==> config.mk <==
export PLATFORM = sky130hd
export DESIGN_NAME = xtalk_monitor
export DESIGN_NICKNAME = d
export VERILOG_FILES = /design/src/rtl/xtalk_pkg.sv /design/src/rtl/xtalk_ctrl.sv /design/src/rtl/xtalk_datapath.sv /design/src/rtl/xtalk_tally.sv /design/src/rtl/xtalk_monitor.sv
export SDC_FILE = /design/constraint.sdc
export NUM_CORES = 1
export LEC_CHECK = 0
export BUFFER_PORTS_ARGS = -buffer_cell sky130_fd_sc_hd__buf_2
export CORE_ASPECT_RATIO = 0.9
export CORE_MARGIN = 2
export CORE_UTILIZATION = 55
export DETAILED_ROUTE_END_ITERATION = 8
export PLACE_DENSITY = 0.81
export RECOVER_POWER = 50
export SLEW_MARGIN = 10
export SYNTH_ARGS = -nofsm -noshare
export SYNTH_HDL_FRONTEND = slang
export SYNTH_HIERARCHICAL = 1
export SYNTH_SLANG_ARGS = --single-unit
==> constraint.sdc <==
create_clock -name clk -period 16.5 [get_ports clk]
set_input_delay 0.825 -clock clk [delete_from_list [all_inputs] [get_ports clk]]
set_output_delay 0.825 -clock clk [all_outputs]
set_load 0.005 [all_outputs]
==> src/rtl/xtalk_pkg.sv <==
package xtalk_pkg;

  localparam int FACTOR_W   = 3;
  localparam int RULE_COUNT = 4;

  localparam int RULE_OVERLAP  = 0;
  localparam int RULE_OPPOSE   = 1;
  localparam int RULE_PATTERN  = 2;
  localparam int RULE_BOUNDARY = 3;

  typedef enum logic [1:0] {
    MOVE_NONE = 2'b00,
    MOVE_UP   = 2'b01,
    MOVE_DOWN = 2'b10
  } move_t;

  typedef struct packed {
    logic loadPrev;
    logic grade;
  } strobe_t;

  // Cost contributed by one side of a switching wire.
  function automatic logic [1:0] sideCost(move_t self, move_t nbr);
    if (nbr == MOVE_NONE)  return 2'd1;
    else if (nbr == self)  return 2'd0;
    else                   return 2'd2;
  endfunction

endpackage

==> src/rtl/xtalk_ctrl.sv <==
module xtalk_ctrl
  import xtalk_pkg::*;
(
  input  logic    clk,
  input  logic    rst,
  input  logic    inValid,
  output strobe_t strobes
);

  logic havePrev;

  always_ff @(posedge clk) begin
    if (rst)          havePrev <= 1'b0;
    else if (inValid) havePrev <= 1'b1;
  end

  assign strobes.loadPrev = inValid;
  assign strobes.grade    = inValid & havePrev;

endmodule

==> src/rtl/xtalk_datapath.sv <==
module xtalk_datapath
  import xtalk_pkg::*;
#(
  parameter int WIDTH = 8
) (
  input  logic                      clk,
  input  logic                      rst,
  input  strobe_t                   strobes,
  input  logic [WIDTH-1:0]          inData,
  output logic [WIDTH*FACTOR_W-1:0] wireFactor,
  output logic [FACTOR_W-1:0]       maxFactor,
  output logic [RULE_COUNT-1:0]     ruleFlag,
  output logic [RULE_COUNT-1:0]     ruleNow
);

  logic [WIDTH-1:0]          prevWord;
  move_t                     moves [WIDTH];
  logic [WIDTH*FACTOR_W-1:0] factorVec;
  logic [FACTOR_W-1:0]       maxNow;
  logic [RULE_COUNT-1:0]     ruleRaw;

  // Per-wire classification and factor
  for (genvar i = 0; i < WIDTH; i++) begin : g_wire
    move_t leftMove, rightMove;
    assign moves[i] = (prevWord[i] == inData[i]) ? MOVE_NONE :
                      (inData[i] ? MOVE_UP : MOVE_DOWN);
    if (i == 0) begin : g_lo_edge
      assign leftMove = MOVE_NONE;
    end else begin : g_lo_mid
      assign leftMove = moves[i-1];
    end
    if (i == WIDTH-1) begin : g_hi_edge
      assign rightMove = MOVE_NONE;
    end else begin : g_hi_mid
      assign rightMove = moves[i+1];
    end
    assign factorVec[i*FACTOR_W +: FACTOR_W] = (moves[i] == MOVE_NONE) ? '0 :
        FACTOR_W'(sideCost(moves[i], leftMove)) + FACTOR_W'(sideCost(moves[i], rightMove));
  end

  always_comb begin
    maxNow = '0;
    for (int i = 0; i < WIDTH; i++) begin
      if (factorVec[i*FACTOR_W +: FACTOR_W] > maxNow)
        maxNow = factorVec[i*FACTOR_W +: FACTOR_W];
    end
  end

  // Code-class rules
  always_comb begin
    ruleRaw = '0;
    for (int i = 1; i < WIDTH-1; i++) begin
      if ((prevWord[i-1 +: 3] == 3'b010 && inData[i-1 +: 3] == 3'b101) ||
          (prevWord[i-1 +: 3] == 3'b101 && inData[i-1 +: 3] == 3'b010))
        ruleRaw[RULE_OVERLAP] = 1'b1;
      if (inData[i-1 +: 3] == 3'b010 || inData[i-1 +: 3] == 3'b101)
        ruleRaw[RULE_PATTERN] = 1'b1;
    end
    for (int i = 0; i < WIDTH-1; i++) begin
      if ((moves[i] == MOVE_UP && moves[i+1] == MOVE_DOWN) ||
          (moves[i] == MOVE_DOWN && moves[i+1] == MOVE_UP))
        ruleRaw[RULE_OPPOSE] = 1'b1;
    end
    for (int i = 0; i < WIDTH-3; i++) begin
      if (inData[i +: 4] == 4'b0101 || inData[i +: 4] == 4'b1010)
        ruleRaw[RULE_BOUNDARY] = 1'b1;
    end
  end

  assign ruleNow = strobes.grade ? ruleRaw : '0;

  always_ff @(posedge clk) begin
    if (rst) begin
      prevWord   <= '0;
      wireFactor <= '0;
      maxFactor  <= '0;
      ruleFlag   <= '0;
    end else begin
      if (strobes.loadPrev) prevWord <= inData;
      if (strobes.grade) begin
        wireFactor <= factorVec;
        maxFactor  <= maxNow;
        ruleFlag   <= ruleRaw;
      end else begin
        wireFactor <= '0;
        maxFactor  <= '0;
        ruleFlag   <= '0;
      end
    end
  end

  assert_max_bound_R4: assert property (@(posedge clk) disable iff (rst)
    maxFactor <= FACTOR_W'(4));

  assert_overlap_matches_factor_R5: assert property (@(posedge clk) disable iff (rst)
    ruleFlag[RULE_OVERLAP] == (maxFactor == FACTOR_W'(4)));

  assert_oppose_floor_R6: assert property (@(posedge clk) disable iff (rst)
    ruleFlag[RULE_OPPOSE] |-> (maxFactor >= FACTOR_W'(2)));

  assert_idle_zero_R9: assert property (@(posedge clk) disable iff (rst)
    !strobes.grade |=> (maxFactor == '0 && ruleFlag == '0 && wireFactor == '0));

endmodule

==> src/rtl/xtalk_tally.sv <==
module xtalk_tally #(
  parameter int CNT_W = 16
) (
  input  logic             clk,
  input  logic             rst,
  input  logic             hit,
  input  logic             clearSticky,
  output logic             sticky,
  output logic [CNT_W-1:0] count
);

  localparam logic [CNT_W-1:0] CNT_MAX = '1;

  always_ff @(posedge clk) begin
    if (rst) begin
      sticky <= 1'b0;
      count  <= '0;
    end else begin
      if (hit)              sticky <= 1'b1;
      else if (clearSticky) sticky <= 1'b0;
      if (hit && count != CNT_MAX) count <= count + 1'b1;
    end
  end

  assert_sticky_set_R11: assert property (@(posedge clk) disable iff (rst)
    hit |=> sticky);

  assert_count_saturate_R12: assert property (@(posedge clk) disable iff (rst)
    (count == CNT_MAX) |=> (count == CNT_MAX));

  assert_count_hold_R12: assert property (@(posedge clk) disable iff (rst)
    !hit |=> $stable(count));

endmodule

==> src/rtl/xtalk_monitor.sv <==
module xtalk_monitor
  import xtalk_pkg::*;
#(
  parameter int WIDTH = 8,
  parameter int CNT_W = 16
) (
  input  logic                      clk,
  input  logic                      rst,
  input  logic                      clearSticky,
  input  logic                      inValid,
  input  logic [WIDTH-1:0]          inData,
  output logic [WIDTH*FACTOR_W-1:0] wireFactor,
  output logic [FACTOR_W-1:0]       maxFactor,
  output logic [RULE_COUNT-1:0]     ruleFlag,
  output logic [RULE_COUNT-1:0]     ruleSticky,
  output logic [CNT_W-1:0]          overlapCount,
  output logic [CNT_W-1:0]          opposeCount,
  output logic [CNT_W-1:0]          patternCount,
  output logic [CNT_W-1:0]          boundaryCount
);

  strobe_t               strobes;
  logic [RULE_COUNT-1:0] ruleNow;
  logic [CNT_W-1:0]      ruleCount [RULE_COUNT];

  xtalk_ctrl u_ctrl (
    .clk     (clk),
    .rst     (rst),
    .inValid (inValid),
    .strobes (strobes)
  );

  xtalk_datapath #(.WIDTH(WIDTH)) u_datapath (
    .clk        (clk),
    .rst        (rst),
    .strobes    (strobes),
    .inData     (inData),
    .wireFactor (wireFactor),
    .maxFactor  (maxFactor),
    .ruleFlag   (ruleFlag),
    .ruleNow    (ruleNow)
  );

  for (genvar r = 0; r < RULE_COUNT; r++) begin : g_rule
    xtalk_tally #(.CNT_W(CNT_W)) u_tally (
      .clk         (clk),
      .rst         (rst),
      .hit         (ruleNow[r]),
      .clearSticky (clearSticky),
      .sticky      (ruleSticky[r]),
      .count       (ruleCount[r])
    );
  end

  assign overlapCount  = ruleCount[RULE_OVERLAP];
  assign opposeCount   = ruleCount[RULE_OPPOSE];
  assign patternCount  = ruleCount[RULE_PATTERN];
  assign boundaryCount = ruleCount[RULE_BOUNDARY];

endmodule

==> results of run 1 <==
power by group:
part	switching [mW]	total (mW)	internal, mW
registers	0.00335	0.269	0.266
logic	0.324	0.541	0.218
clock network	0.0938	0.220	0.127
path summary, 6_finish.rpt:
kind                                             from                                 end  slack (ns)  cells past startpoint
setup reg to reg  u_datapath/prevWord[1]$_SDFFE_PP0P_  u_datapath/maxFactor[1]$_SDFF_PP0_        6.15                     49
setup / recovery                            inData[2]  u_datapath/maxFactor[1]$_SDFF_PP0_        5.78                     48
hold reg to reg          u_ctrl/havePrev$_SDFFE_PP0P_        u_ctrl/havePrev$_SDFFE_PP0P_        0.47                      1
hold / removal           u_ctrl/havePrev$_SDFFE_PP0P_        u_ctrl/havePrev$_SDFFE_PP0P_        0.47                      1
routing by layer:
metal / vias to the layer above / track usage (%)
met5: - / 0
met4: 0 / 5.527
met3: 14 / 4.131
met2: 198 / 37.77
met1: 2772 / 31.49
li1: 2984 / -
cell type report:
type                            instances  area share (%)
Timing Repair Buffer                  112           6.817
Multi-Input combinational cell        587           55.09
Sequential cell                       108           28.94
Clock inverter                          3          0.5863
Inverter                               49           2.462
Clock buffer                           13           3.484
Tap cell                              156           2.613
cell usage after synthesis (6+ instances only):
cell      number  area share, %
a21oi_1       46            3.5
clkbuf_1      13           0.75
or3_1         17            1.6
and2_1         6           0.57
nand4_1        9           0.86
nand4_2       12            2.3
o22ai_1        6           0.57
and3_1        10           0.96
nand3_1       14            1.1
nor2b_1       10           0.96
xor2_1         8            1.1
dfxtp_1      108             33
o31ai_1       13            1.5
nand2_1       45            2.6
inv_1         49            2.8
o21ai_1        8           0.61
nand2b_1      15            1.4
ha_1          50            9.6
o21ai_0       25            1.9
xnor2_1        8            1.1
or4_1          8           0.92
nor4_1        10           0.96
a31oi_1       20            1.9
nor3_2         6           0.92
nor3_1        26            2.0
a211oi_1       8           0.92
mux2i_1       19            2.9
nor2_1        97            5.6
fa_1           6            1.8
sequential cells by signal (all words and copies together), names as in the netlist:
register	flops
g_rule.u_tally/sticky	4
u_datapath/prevWord	8
u_datapath/wireFactor	24
g_rule.u_tally/count	64
u_ctrl/havePrev	1
u_datapath/ruleFlag	4
u_datapath/maxFactor	3
layout by cell type, fill, tap and decap left out, types with 6 or more instances in the layout:
| master | n |
|---|---|
| inv_1 | 49 |
| nor2b_1 | 10 |
| a211oi_1 | 8 |
| nand4_1 | 9 |
| o21ai_0 | 25 |
| o31ai_1 | 13 |
| o22ai_1 | 6 |
| xor2_1 | 8 |
| o21ai_1 | 8 |
| a21oi_1 | 46 |
| dfxtp_1 | 108 |
| a31oi_1 | 20 |
| clkbuf_16 | 9 |
| nand3_1 | 14 |
| mux2i_1 | 19 |
| nand4_2 | 12 |
| nand2_1 | 45 |
| and3_1 | 10 |
| clkbuf_1 | 45 |
| fa_1 | 6 |
| or3_1 | 17 |
| nor3_1 | 26 |
| nand2b_1 | 15 |
| and2_1 | 6 |
| xnor2_1 | 8 |
| buf_2 | 68 |
| nor2_1 | 97 |
| or4_1 | 8 |
| ha_1 | 50 |
| nor4_1 | 10 |
| nor3_2 | 6 |
worst max-delay path, delay by kind of cell:
family	cells	cell delay (ns)
adder cells (fa/ha/maj)	10	2.99
buffers and inverters	6	0.55
AO/OA/AOI/OAI	19	4.69
AND/OR/NAND/NOR	13	1.91
cells by family after synthesis:
| family | after synthesis |
|---|---|
| simple gates | 318 |
| compound gates | 172 |
| flops | 108 |
| buf+inv | 68 |
| fa+ha+maj | 56 |
| mux | 19 |
| xor+xnor | 18 |
| other cells | 2 |
metrics by stage:
| stage | cells | cell area [um2] | utilization (%) | setup WS [ns] |
|---|---|---|---|---|
| finish | 1028 | 7470 | 64.80 | 5.778 |
| CTS | 1028 | 7526 | 65.29 | 5.888 |
| floorplan | 763 | 6553 | - | 6.912 |
| global placement | 1012 | 7222 | 62.65 | 6.040 |
| detailed placement | 1012 | 7222 | 62.65 | 5.648 |
| global route | 1028 | 7470 | 64.80 | 4.883 |
==> run_results.csv, run 1 <==
group,metric,value,unit
global_routing,track_usage,23.00,%
power,power_leakage,3.092,nW
die,start_util,56.78,%
yosys,synth-compound-area-share,18.49,%
yosys,yosys_warnings,6,
worst_setup_path,path_max_fanout,13,
detailed_routing,top_layer,"met4",
job,maxCapViolCount,1,
worst_setup_path,start_kind,"input pin",
clock_tree,cts_sinks,108,
die,core_area,11530,um2
timing,clock.fmax,93.27,MHz
clock_tree,cts-buffers-inserted,9,
die,die_h,107.5,um
detailed_routing,drcViolationCount,0,
cells_and_area,layout.nets,935,
yosys,synth_top_family_by_area,"simple AND/OR/NAND/NOR gates",
yosys,ys_seq_area_share,33.03,%
status,outcome,"finished, violations left",
global_routing,antenna_found_initial,0,
clock_tree,post_cts_buffers,0,
timing,fin_crit,10.72,ns
timing,timing.final.crit_share,64.98,%
yosys,avgSynthCellArea,8.601,um2
timing,hold_viol_final,0,
worst_setup_path,critical_path.most_common_cell,"ha_1",
worst_setup_path,critical_path_class,"input pin to register",
placement,gp_congestion,0.9113,
worst_setup_path,cp.arrival,10.98,ns
timing,tightest_slew,3.376,ns
yosys,synthCells,761,
cells_and_area,n_antenna_cell,0,
die,die-width,119.0,um
clock_tree,hold_buffers,0,
global_routing,grt_pass1_vias,5258,
timing,rsz0062_at_grt,"false",
detailed_routing,route.met3.wl,872,um
clock_tree,ctsLongestPathBuffers,2,
cells_and_area,seqCellArea,2162,um2
detailed_routing,first_pass_iters,5,
clock_tree,clk_pin_slew,0.07,ns
cells_and_area,fillers,1010,
yosys,synth_mux_area_share,2.906,%
detailed_routing,vias_per_cell,5.805,
detailed_routing,ant_nets,0,
placement,hpwl,11280,um
detailed_routing,drt_iter0_markers,433,
yosys,async_flop_share,0,%
power,power,1.031,mW
detailed_routing,wl,15200,um
die,dieArea,12790,um2
detailed_routing,wl_per_cell,14.79,um
worst_setup_path,worst_ep_required_time,16.75,ns
yosys,synth_flop_cell,"dfxtp_1",
timing,slew_headroom,-125.0,%
cells_and_area,drive_gt1_share,14.79,%
yosys,ys_types,70,
cells_and_area,multi_input_area,4115,um2
die,num_rows,37,
worst_setup_path,crit_slowest_cell,"ha_1",
worst_hold_path,hold_class,"register to register",
timing,slew_viol_final,79,
yosys,synth_edf_count,0,
timing,setup-violations-final,0,
status,violations,"max-capacitance violations, max-slew violations",
detailed_routing,m1WireLength,7237,um
detailed_routing,vias,5968,
power,power_density,138.0,nW/um2
global_routing,grt_pass1_wl,24340,um
yosys,synth_seq_cells,108,
worst_setup_path,end_kind,"register",
clock_tree,cts_tree,"done",
clock_tree,cts-resized-gates,0,
clock_tree,htree_levels,3,
cells_and_area,syn_to_final_growth,14.13,%
global_routing,grt_overflow,0,
yosys,synth-xor-area-share,2.638,%
timing,hold_slack,0.4692,ns
die,io_pins,111,
placement,port_buffers,110,
worst_setup_path,slowest_delay,0.54,ns
clock_tree,cts_root_buf,"clkbuf_16",
yosys,synthSimpleGateAreaFrac,27.22,%
yosys,synthAdderAreaFrac,11.39,%
timing,final.setup.tns,0,ns
yosys,syn_area,6545,um2
clock_tree,clk_latency,0.34,ns
global_routing,grt_max_degree,79,
detailed_routing,wl_met2,6978,um
power,ir_drop,0.1374,mV
timing,skew,0.007017,ns
Note: power is estimated with default switching activity, not from simulation.
==> inputs of run 2 (changes only) <==
--- a/config.mk
+++ b/config.mk
@@ -5,12 +5,13 @@
 export SDC_FILE = /design/constraint.sdc
 export NUM_CORES = 1
 export LEC_CHECK = 0
+export ABC_AREA = 1
 export BUFFER_PORTS_ARGS = -buffer_cell sky130_fd_sc_hd__buf_2
 export CORE_ASPECT_RATIO = 0.9
 export CORE_MARGIN = 2
-export CORE_UTILIZATION = 55
+export CORE_UTILIZATION = 52
 export DETAILED_ROUTE_END_ITERATION = 8
-export PLACE_DENSITY = 0.81
+export PLACE_DENSITY = 0.8
 export RECOVER_POWER = 50
 export SLEW_MARGIN = 10
 export SYNTH_ARGS = -nofsm -noshare
==> constraint.sdc (replaced) <==
create_clock -name clk -period 8.9 [get_ports clk]
set_input_delay 0.445 -clock clk [delete_from_list [all_inputs] [get_ports clk]]
set_output_delay 0.445 -clock clk [all_outputs]
set_load 0.005 [all_outputs]
==> run 2 against run 1 <==
The flow now finishes without violations. Sequential share of layout area fell by 1.4 points. Largest power group unchanged. Core utilization shrank 3.4 points. Wire length increased by 4.4%. Cell count grew 27%. Combinational power grew to 2.7 times the previous value. Critical endpoint is now u_datapath/maxFactor[0]$_SDFF_PP0_. Sequential power is 87% higher. Synthesized cell count increased by 35%. Clock power up 81%. Critical path depth up 13. Cell area is 5.1% higher. Sequential cell count did not move.
==> run_results.csv, run 2 <==
group,metric,value,unit
detailed_routing,drcViolationCount,0,
detailed_routing,drt_iter0_markers,484,
placement,dp.cells,1290,
timing,setup-violations-final,0,
power,power,2.377,mW
worst_setup_path,path_max_fanout,7,
cells_and_area,layout.nets,1207,
global_routing,grt_overflow,0,
timing,hold_viol_final,0,
worst_setup_path,slowest_delay,0.38,ns
detailed_routing,vias,6631,
global_routing,grt_max_degree,28,
worst_setup_path,end_kind,"register",
worst_setup_path,critical_path.most_common_cell,"nand2_1",
placement,hpwl,11690,um
worst_setup_path,worst_ep_required_time,9.16,ns
yosys,synth_seq_cells,108,
power,power_density,302.8,nW/um2
global_routing,grt_pass1_vias,5744,
detailed_routing,ant_nets,0,
clock_tree,ctsLongestPathBuffers,2,
worst_setup_path,start_kind,"input pin",
clock_tree,cts_tree,"done",
timing,fin_crit,8.186,ns
cells_and_area,drive_gt1_share,14.44,%
yosys,synth_largest_area_cell,"dfxtp_1",
clock_tree,cts-buffers-inserted,9,
placement,port_buffers,110,
timing,timing.final.crit_share,91.97,%
yosys,ys_seq_area_share,31.53,%
timing,hold_slack,0.4085,ns
detailed_routing,first_pass_iters,5,
clock_tree,cts_sinks,108,
die,dieArea,14120,um2
die,die_h,112.9,um
cells_and_area,largest_reg_flops,64,
cells_and_area,final_cell_mix,"235 x nand2_1, 176 x nor2_1, 127 x inv_1, 106 x dfxtp_1, 85 x nand3_1",
detailed_routing,vias_per_cell,5.070,
cells_and_area,instances_no_fill,1308,
placement,gp_congestion,0.8922,
yosys,syn_area,6857,um2
clock_tree,htree_levels,3,
die,core_area,12780,um2
worst_setup_path,cp.arrival,8.44,ns
timing,tightest_slew,0.8121,ns
yosys,yosys_warnings,6,
cells_and_area,multi_input_area,4120,um2
global_routing,antenna_found_initial,1,
timing,clock.fmax,122.2,MHz
timing,slew_viol_final,0,
die,io_pins,111,
yosys,synth_edf_count,0,
global_routing,track_usage,22.04,%
die,num_rows,39,
cells_and_area,final_common_cell,"nand2_1",
timing,slew_headroom,45.53,%
worst_setup_path,critical_path_class,"input pin to register",
clock_tree,clk_latency,0.36,ns
job,maxCapViolCount,0,
worst_setup_path,crit_slowest_cell,"ha_1",
cells_and_area,largestRegisters,"g_rule.u_tally/count (64), u_datapath/wireFactor (24), u_datapath/prevWord (8)",
yosys,async_flop_share,0,%
clock_tree,clk_pin_slew,0.06,ns
yosys,avgSynthCellArea,6.657,um2
cells_and_area,seqCellArea,2165,um2
yosys,yosysMostFrequentCell,"nand2_1",
yosys,synthCells,1030,
yosys,synth_flop_cell,"dfxtp_1",
worst_hold_path,hold_class,"input pin to register",
die,die-width,125.0,um
power,ir_drop,0.4880,mV
global_routing,grt_pass1_wl,26100,um
yosys,synth_top_area_share,31.53,%
timing,skew,0.006942,ns
cells_and_area,fillers,1204,
yosys,ys_top_cells_by_area,"dfxtp_1 32%, nand2_1 13%, nor2_1 9.7%",
power,power_leakage,3.758,nW
yosys,ys_types,37,
worst_setup_path,reg2reg_slack,0.73,ns
detailed_routing,wl,15870,um
detailed_routing,wl_per_cell,12.13,um
cells_and_area,syn_to_final_growth,14.51,%
die,start_util,53.63,%
clock_tree,cts_root_buf,"clkbuf_16",
cells_and_area,largest-register,"g_rule.u_tally/count",
yosys,synth_commonest_cells,"237 x nand2_1, 177 x nor2_1, 129 x inv_1",
clock_tree,hold_buffers,0,
status,outcome,"completed",
## run 2: cell types whose count changed after synthesis, sizes merged, moves of 14 or more
cell | before | now
a21oi | 47 | 74
inv | 49 | 145
mux2i | 19 | 0
nand2 | 45 | 251
nand2b | 15 | 0
nand3 | 14 | 92
nand4 | 21 | 2
nor2 | 98 | 194
nor3 | 32 | 16
o31ai | 14 | 0
or3 | 21 | 0
## run 2: repair_timing
item,in CTS,in global routing
gates resized for setup,0,22
setup endpoints to repair,0,3
buffers inserted,0,2
## run 2: logic make-up after synthesis
group                      after synthesis  share of synthesized area (%)
adders and majority gates               56                          10.88
other                                    2                         0.1095
xor gates and xnor gates                13                          1.661
AOI/OAI and AO/OA                      114                          9.070
and+or+nand+nor                        574                          36.68
buffers and inverters                  163                          10.07
DFF                                    108                          31.53
## run 2: worst paths after layout
path / startpoint / to / cells past startpoint
setup / recovery: inData[2] / u_datapath/maxFactor[0]$_SDFF_PP0_ / 61
setup reg to reg: u_datapath/prevWord[0]$_SDFFE_PP0P_ / u_datapath/maxFactor[0]$_SDFF_PP0_ / 62
hold / removal: inData[6] / u_datapath/prevWord[6]$_SDFFE_PP0P_ / 3
hold reg to reg: g_rule[0].u_tally/sticky$_SDFFE_PP0P_ / g_rule[0].u_tally/sticky$_SDFFE_PP0P_ / 2
## run 2: power by group
part	switching, mW	internal, mW
sequential	0.00793	0.496
combinational	0.873	0.602
clock	0.173	0.224
total	1.05	1.32
## run 2: metrics by stage
| stage | TNS (ns) | utilization (%) | instance area [um2] | setup WS [ns] |
|---|---|---|---|---|
| 6_report | 0 | 61.41 | 7851 | 0.7144 |
| 5_1_grt | -0.1303 | 61.39 | 7849 | -0.08281 |
| 4_1_cts | 0 | 60.75 | 7766 | 0.4043 |
| 3_5_place_dp | 0 | 58.51 | 7481 | 0.1599 |
| 3_3_place_gp | 0 | 58.51 | 7481 | 0.5512 |
| 2_1_floorplan | 0 | - | 6864 | 1.199 |
## run 2: final cells by class
class	instances	share of cell area, %
multi-input cells	761	52.48
clock inverters	2	0.4462
repair buffers	112	6.645
flip-flops and latches	108	27.57
well taps	164	2.614
diodes	1	0.03187
clock buffers	13	3.187
inverters	147	7.028
## run 2: per-layer routing
layer  global-route usage, %  vias up  routed length [um]
met2                   34.46      197                6805
li1                        -     3473                   -
met4                   6.889        2                 260
met3                   5.674       27                1123
met5                       0        -                  13
met1                   30.06     2932                7663
## run 2: worst max-delay path: cells and delay by family
| family | cells | cell delay (ns) |
|---|---|---|
| adders and majority gates | 9 | 2.79 |
| buffers and inverters | 15 | 1.33 |
| and+or+nand+nor | 26 | 2.54 |
| AOI/OAI and AO/OA | 11 | 1.33 |
==> inputs of run 3 (changes only) <==
--- a/config.mk
+++ b/config.mk
@@ -9,9 +9,10 @@
 export BUFFER_PORTS_ARGS = -buffer_cell sky130_fd_sc_hd__buf_2
 export CORE_ASPECT_RATIO = 0.9
 export CORE_MARGIN = 2
-export CORE_UTILIZATION = 52
+export CORE_UTILIZATION = 55
 export DETAILED_ROUTE_END_ITERATION = 8
-export PLACE_DENSITY = 0.8
+export GPL_TIMING_DRIVEN = 0
+export PLACE_DENSITY = 0.81
 export RECOVER_POWER = 50
 export SLEW_MARGIN = 10
 export SYNTH_ARGS = -nofsm -noshare
==> constraint.sdc (replaced) <==
create_clock -name clk -period 8.1 [get_ports clk]
set_input_delay 0.405 -clock clk [delete_from_list [all_inputs] [get_ports clk]]
set_output_delay 0.405 -clock clk [all_outputs]
set_load 0.005 [all_outputs]
==> run 3 against run 2 <==
The flow now finishes with violations (negative setup slack). Highest routed layer is now met4. Critical path depth is 3 lower. Critical endpoint unchanged. Hold slack worse by 0.086 ns. Count of clock-buffer cells in the layout is 2 lower. Via count is 9.7% higher.
==> run_results.csv, run 3 (synthesis results as in run 2) <==
group,metric,value,unit
die,dieArea,13380,um2
status,outcome,"finished, violations left",
global_routing,track_usage,25.65,%
cells_and_area,largest-register,"g_rule.u_tally/count",
timing,hold_viol_final,0,
cells_and_area,n_antenna_cell,0,
timing,skew,0.005319,ns
cells_and_area,final_common_cell,"nand2_1",
worst_hold_path,hold_class,"input pin to register",
detailed_routing,vias,7271,
detailed_routing,vias_per_cell,5.406,
timing,fin_crit,8.256,ns
die,io_pins,111,
timing,clock.fmax,121.1,MHz
worst_setup_path,path_buf_inv,13,
timing,tightest_slew,0.6580,ns
clock_tree,ctsLongestPathBuffers,2,
die,die_h,109.9,um
worst_setup_path,start_kind,"register",
power,power_leakage,3.951,nW
placement,place_area,7615,um2
clock_tree,cts_tree,"done",
power,power,4.003,mW
clock_tree,cts-buffers-inserted,9,
global_routing,grt_max_degree,18,
power,switching_share,45.81,%
placement,gp_congestion,0.9162,
worst_setup_path,end_kind,"register",
cells_and_area,layout.nets,1248,
status,violations,"negative setup slack",
power,power_density,463.6,nW/um2
clock_tree,clk_latency,0.35,ns
die,num_rows,38,
detailed_routing,ant_nets,0,
clock_tree,cts_sinks,108,
cells_and_area,seqCellArea,2171,um2
cells_and_area,largest_reg_flops,64,
timing,slew_viol_final,0,
timing,setup-violations-final,3,
detailed_routing,drcViolationCount,0,
detailed_routing,drt_iter0_markers,662,
cells_and_area,finalInstanceArea,8635,um2
detailed_routing,first_pass_iters,5,
timing,fin_ws,-0.1560,ns
worst_setup_path,crit_slowest_cell,"fa_2",
power,seqPwrFrac,13.9,%
power,pwr-share-comb,74.7,%
global_routing,grt_overflow,0,
cells_and_area,fillers,1020,
power,clkPwrFrac,11.4,%
cells_and_area,multi_input_area,4568,um2
worst_setup_path,cp.arrival,8.56,ns
timing,timing.final.crit_share,101.9,%
die,core_area,12120,um2
power,switchingPower,1.834,mW
job,maxCapViolCount,0,
timing,slew_headroom,56.13,%
clock_tree,htree_levels,3,
global_routing,grt_pass1_wl,27940,um
cells_and_area,final_cell_mix,"220 x nand2_1, 176 x nor2_1, 112 x inv_1, 105 x dfxtp_1",
placement,post-place-ws,-0.6986,ns
die,die-width,121.7,um
cells_and_area,drive_gt1_share,21.86,%
clock_tree,cts_root_buf,"clkbuf_16",
worst_setup_path,critical_path.most_common_cell,"nand2_1",
worst_setup_path,reg2reg_slack,-0.16,ns
clock_tree,clk_pin_slew,0.07,ns
cells_and_area,largestRegisters,"g_rule.u_tally/count (64), u_datapath/wireFactor (24), u_datapath/prevWord (8)",
detailed_routing,wl,19650,um
global_routing,grt_pass1_vias,6111,
worst_setup_path,critical_path_class,"register to register",
power,internal-power,2.170,mW
worst_setup_path,worst_ep_required_time,8.40,ns
placement,hpwl,12380,um
cells_and_area,syn_to_final_growth,25.93,%
worst_setup_path,path_max_fanout,4,
worst_setup_path,slowest_delay,0.47,ns
global_routing,antenna_found_initial,0,
placement,port_buffers,110,
die,start_util,56.55,%
detailed_routing,wl_per_cell,14.61,um
power,ir_drop,0.8797,mV
worst_setup_path,critical_path.top_delay_family,"simple AND/OR/NAND/NOR gates",
-- run 3: stage by stage --
| step | setup TNS, ns | instances | utilization [%] | hold WS, ns |
|---|---|---|---|---|
| floorplan | 0 | 1032 | - | 0.4378 |
| global placement | -1.317 | 1302 | 62.81 | 0.4472 |
| detailed placement | -1.926 | 1302 | 62.81 | 0.4521 |
| CTS | 0 | 1321 | 66.24 | 0.2826 |
| global route | -1.281 | 1345 | 71.22 | 0.3575 |
| finish | -0.3238 | 1345 | 71.22 | 0.3230 |
-- run 3: power by group through the flow --
stage,sequential (mW),clock [mW],combinational [mW]
after global routing,0.556,0.490,3.14
after CTS,0.554,0.471,1.56
after detailed placement,0.565,0,1.36
final,0.555,0.457,2.99
after global placement,0.565,0,1.31
after floorplan,0.565,0,1.11
-- run 3: cell type report --
cell class / count / area share, %
Timing Repair Buffer: 137 / 8.013
Sequential cell: 108 / 25.14
Buffer: 16 / 1.565
Tap cell: 160 / 2.319
Clock buffer: 11 / 2.927
Inverter: 147 / 6.448
Multi-Input combinational cell: 761 / 52.91
Clock inverter: 5 / 0.6811
-- run 3: worst paths after layout --
check        cells after the start                             startpoint                               endpoint
max                             58    u_datapath/prevWord[2]$_SDFFE_PP0P_     u_datapath/maxFactor[0]$_SDFF_PP0_
min                              3                                inValid           u_ctrl/havePrev$_SDFFE_PP0P_
max reg2reg                     58    u_datapath/prevWord[2]$_SDFFE_PP0P_     u_datapath/maxFactor[0]$_SDFF_PP0_
min reg2reg                      2  g_rule[0].u_tally/sticky$_SDFFE_PP0P_  g_rule[0].u_tally/sticky$_SDFFE_PP0P_
-- run 3: layer usage --
| metal | global-route usage (%) | part of all wire [%] | vias up |
|---|---|---|---|
| met1 | 34.47 | 43 | 3318 |
| met5 | 0 | 0 | - |
| met3 | 5.083 | 6.5 | 71 |
| met4 | 7.061 | 3.3 | 0 |
| li1 | - | - | 3574 |
| met2 | 42.26 | 47 | 308 |
-- run 3: what timing repair did --
| action | 4_1_cts | 5_1_grt |
|---|---|---|
| pin swaps | 4 | 45 |
| buffers inserted | 3 | 24 |
| setup endpoints to repair | 3 | 3 |
| hold buffers | 0 | 0 |
| gates resized for setup | 20 | 102 |
-- run 3: worst register-to-register path: cells and delay by family, from the launching register on --
| kind | cells | cell delay [ns] |
|---|---|---|
| AO/OA/AOI/OAI | 10 | 1.36 |
| XOR/XNOR | 1 | 0.21 |
| adder cells (fa/ha/maj) | 8 | 2.17 |
| buffers and inverters | 13 | 1.03 |
| flip-flops | 1 | 0.38 |
| AND/OR/NAND/NOR | 26 | 3.07 |
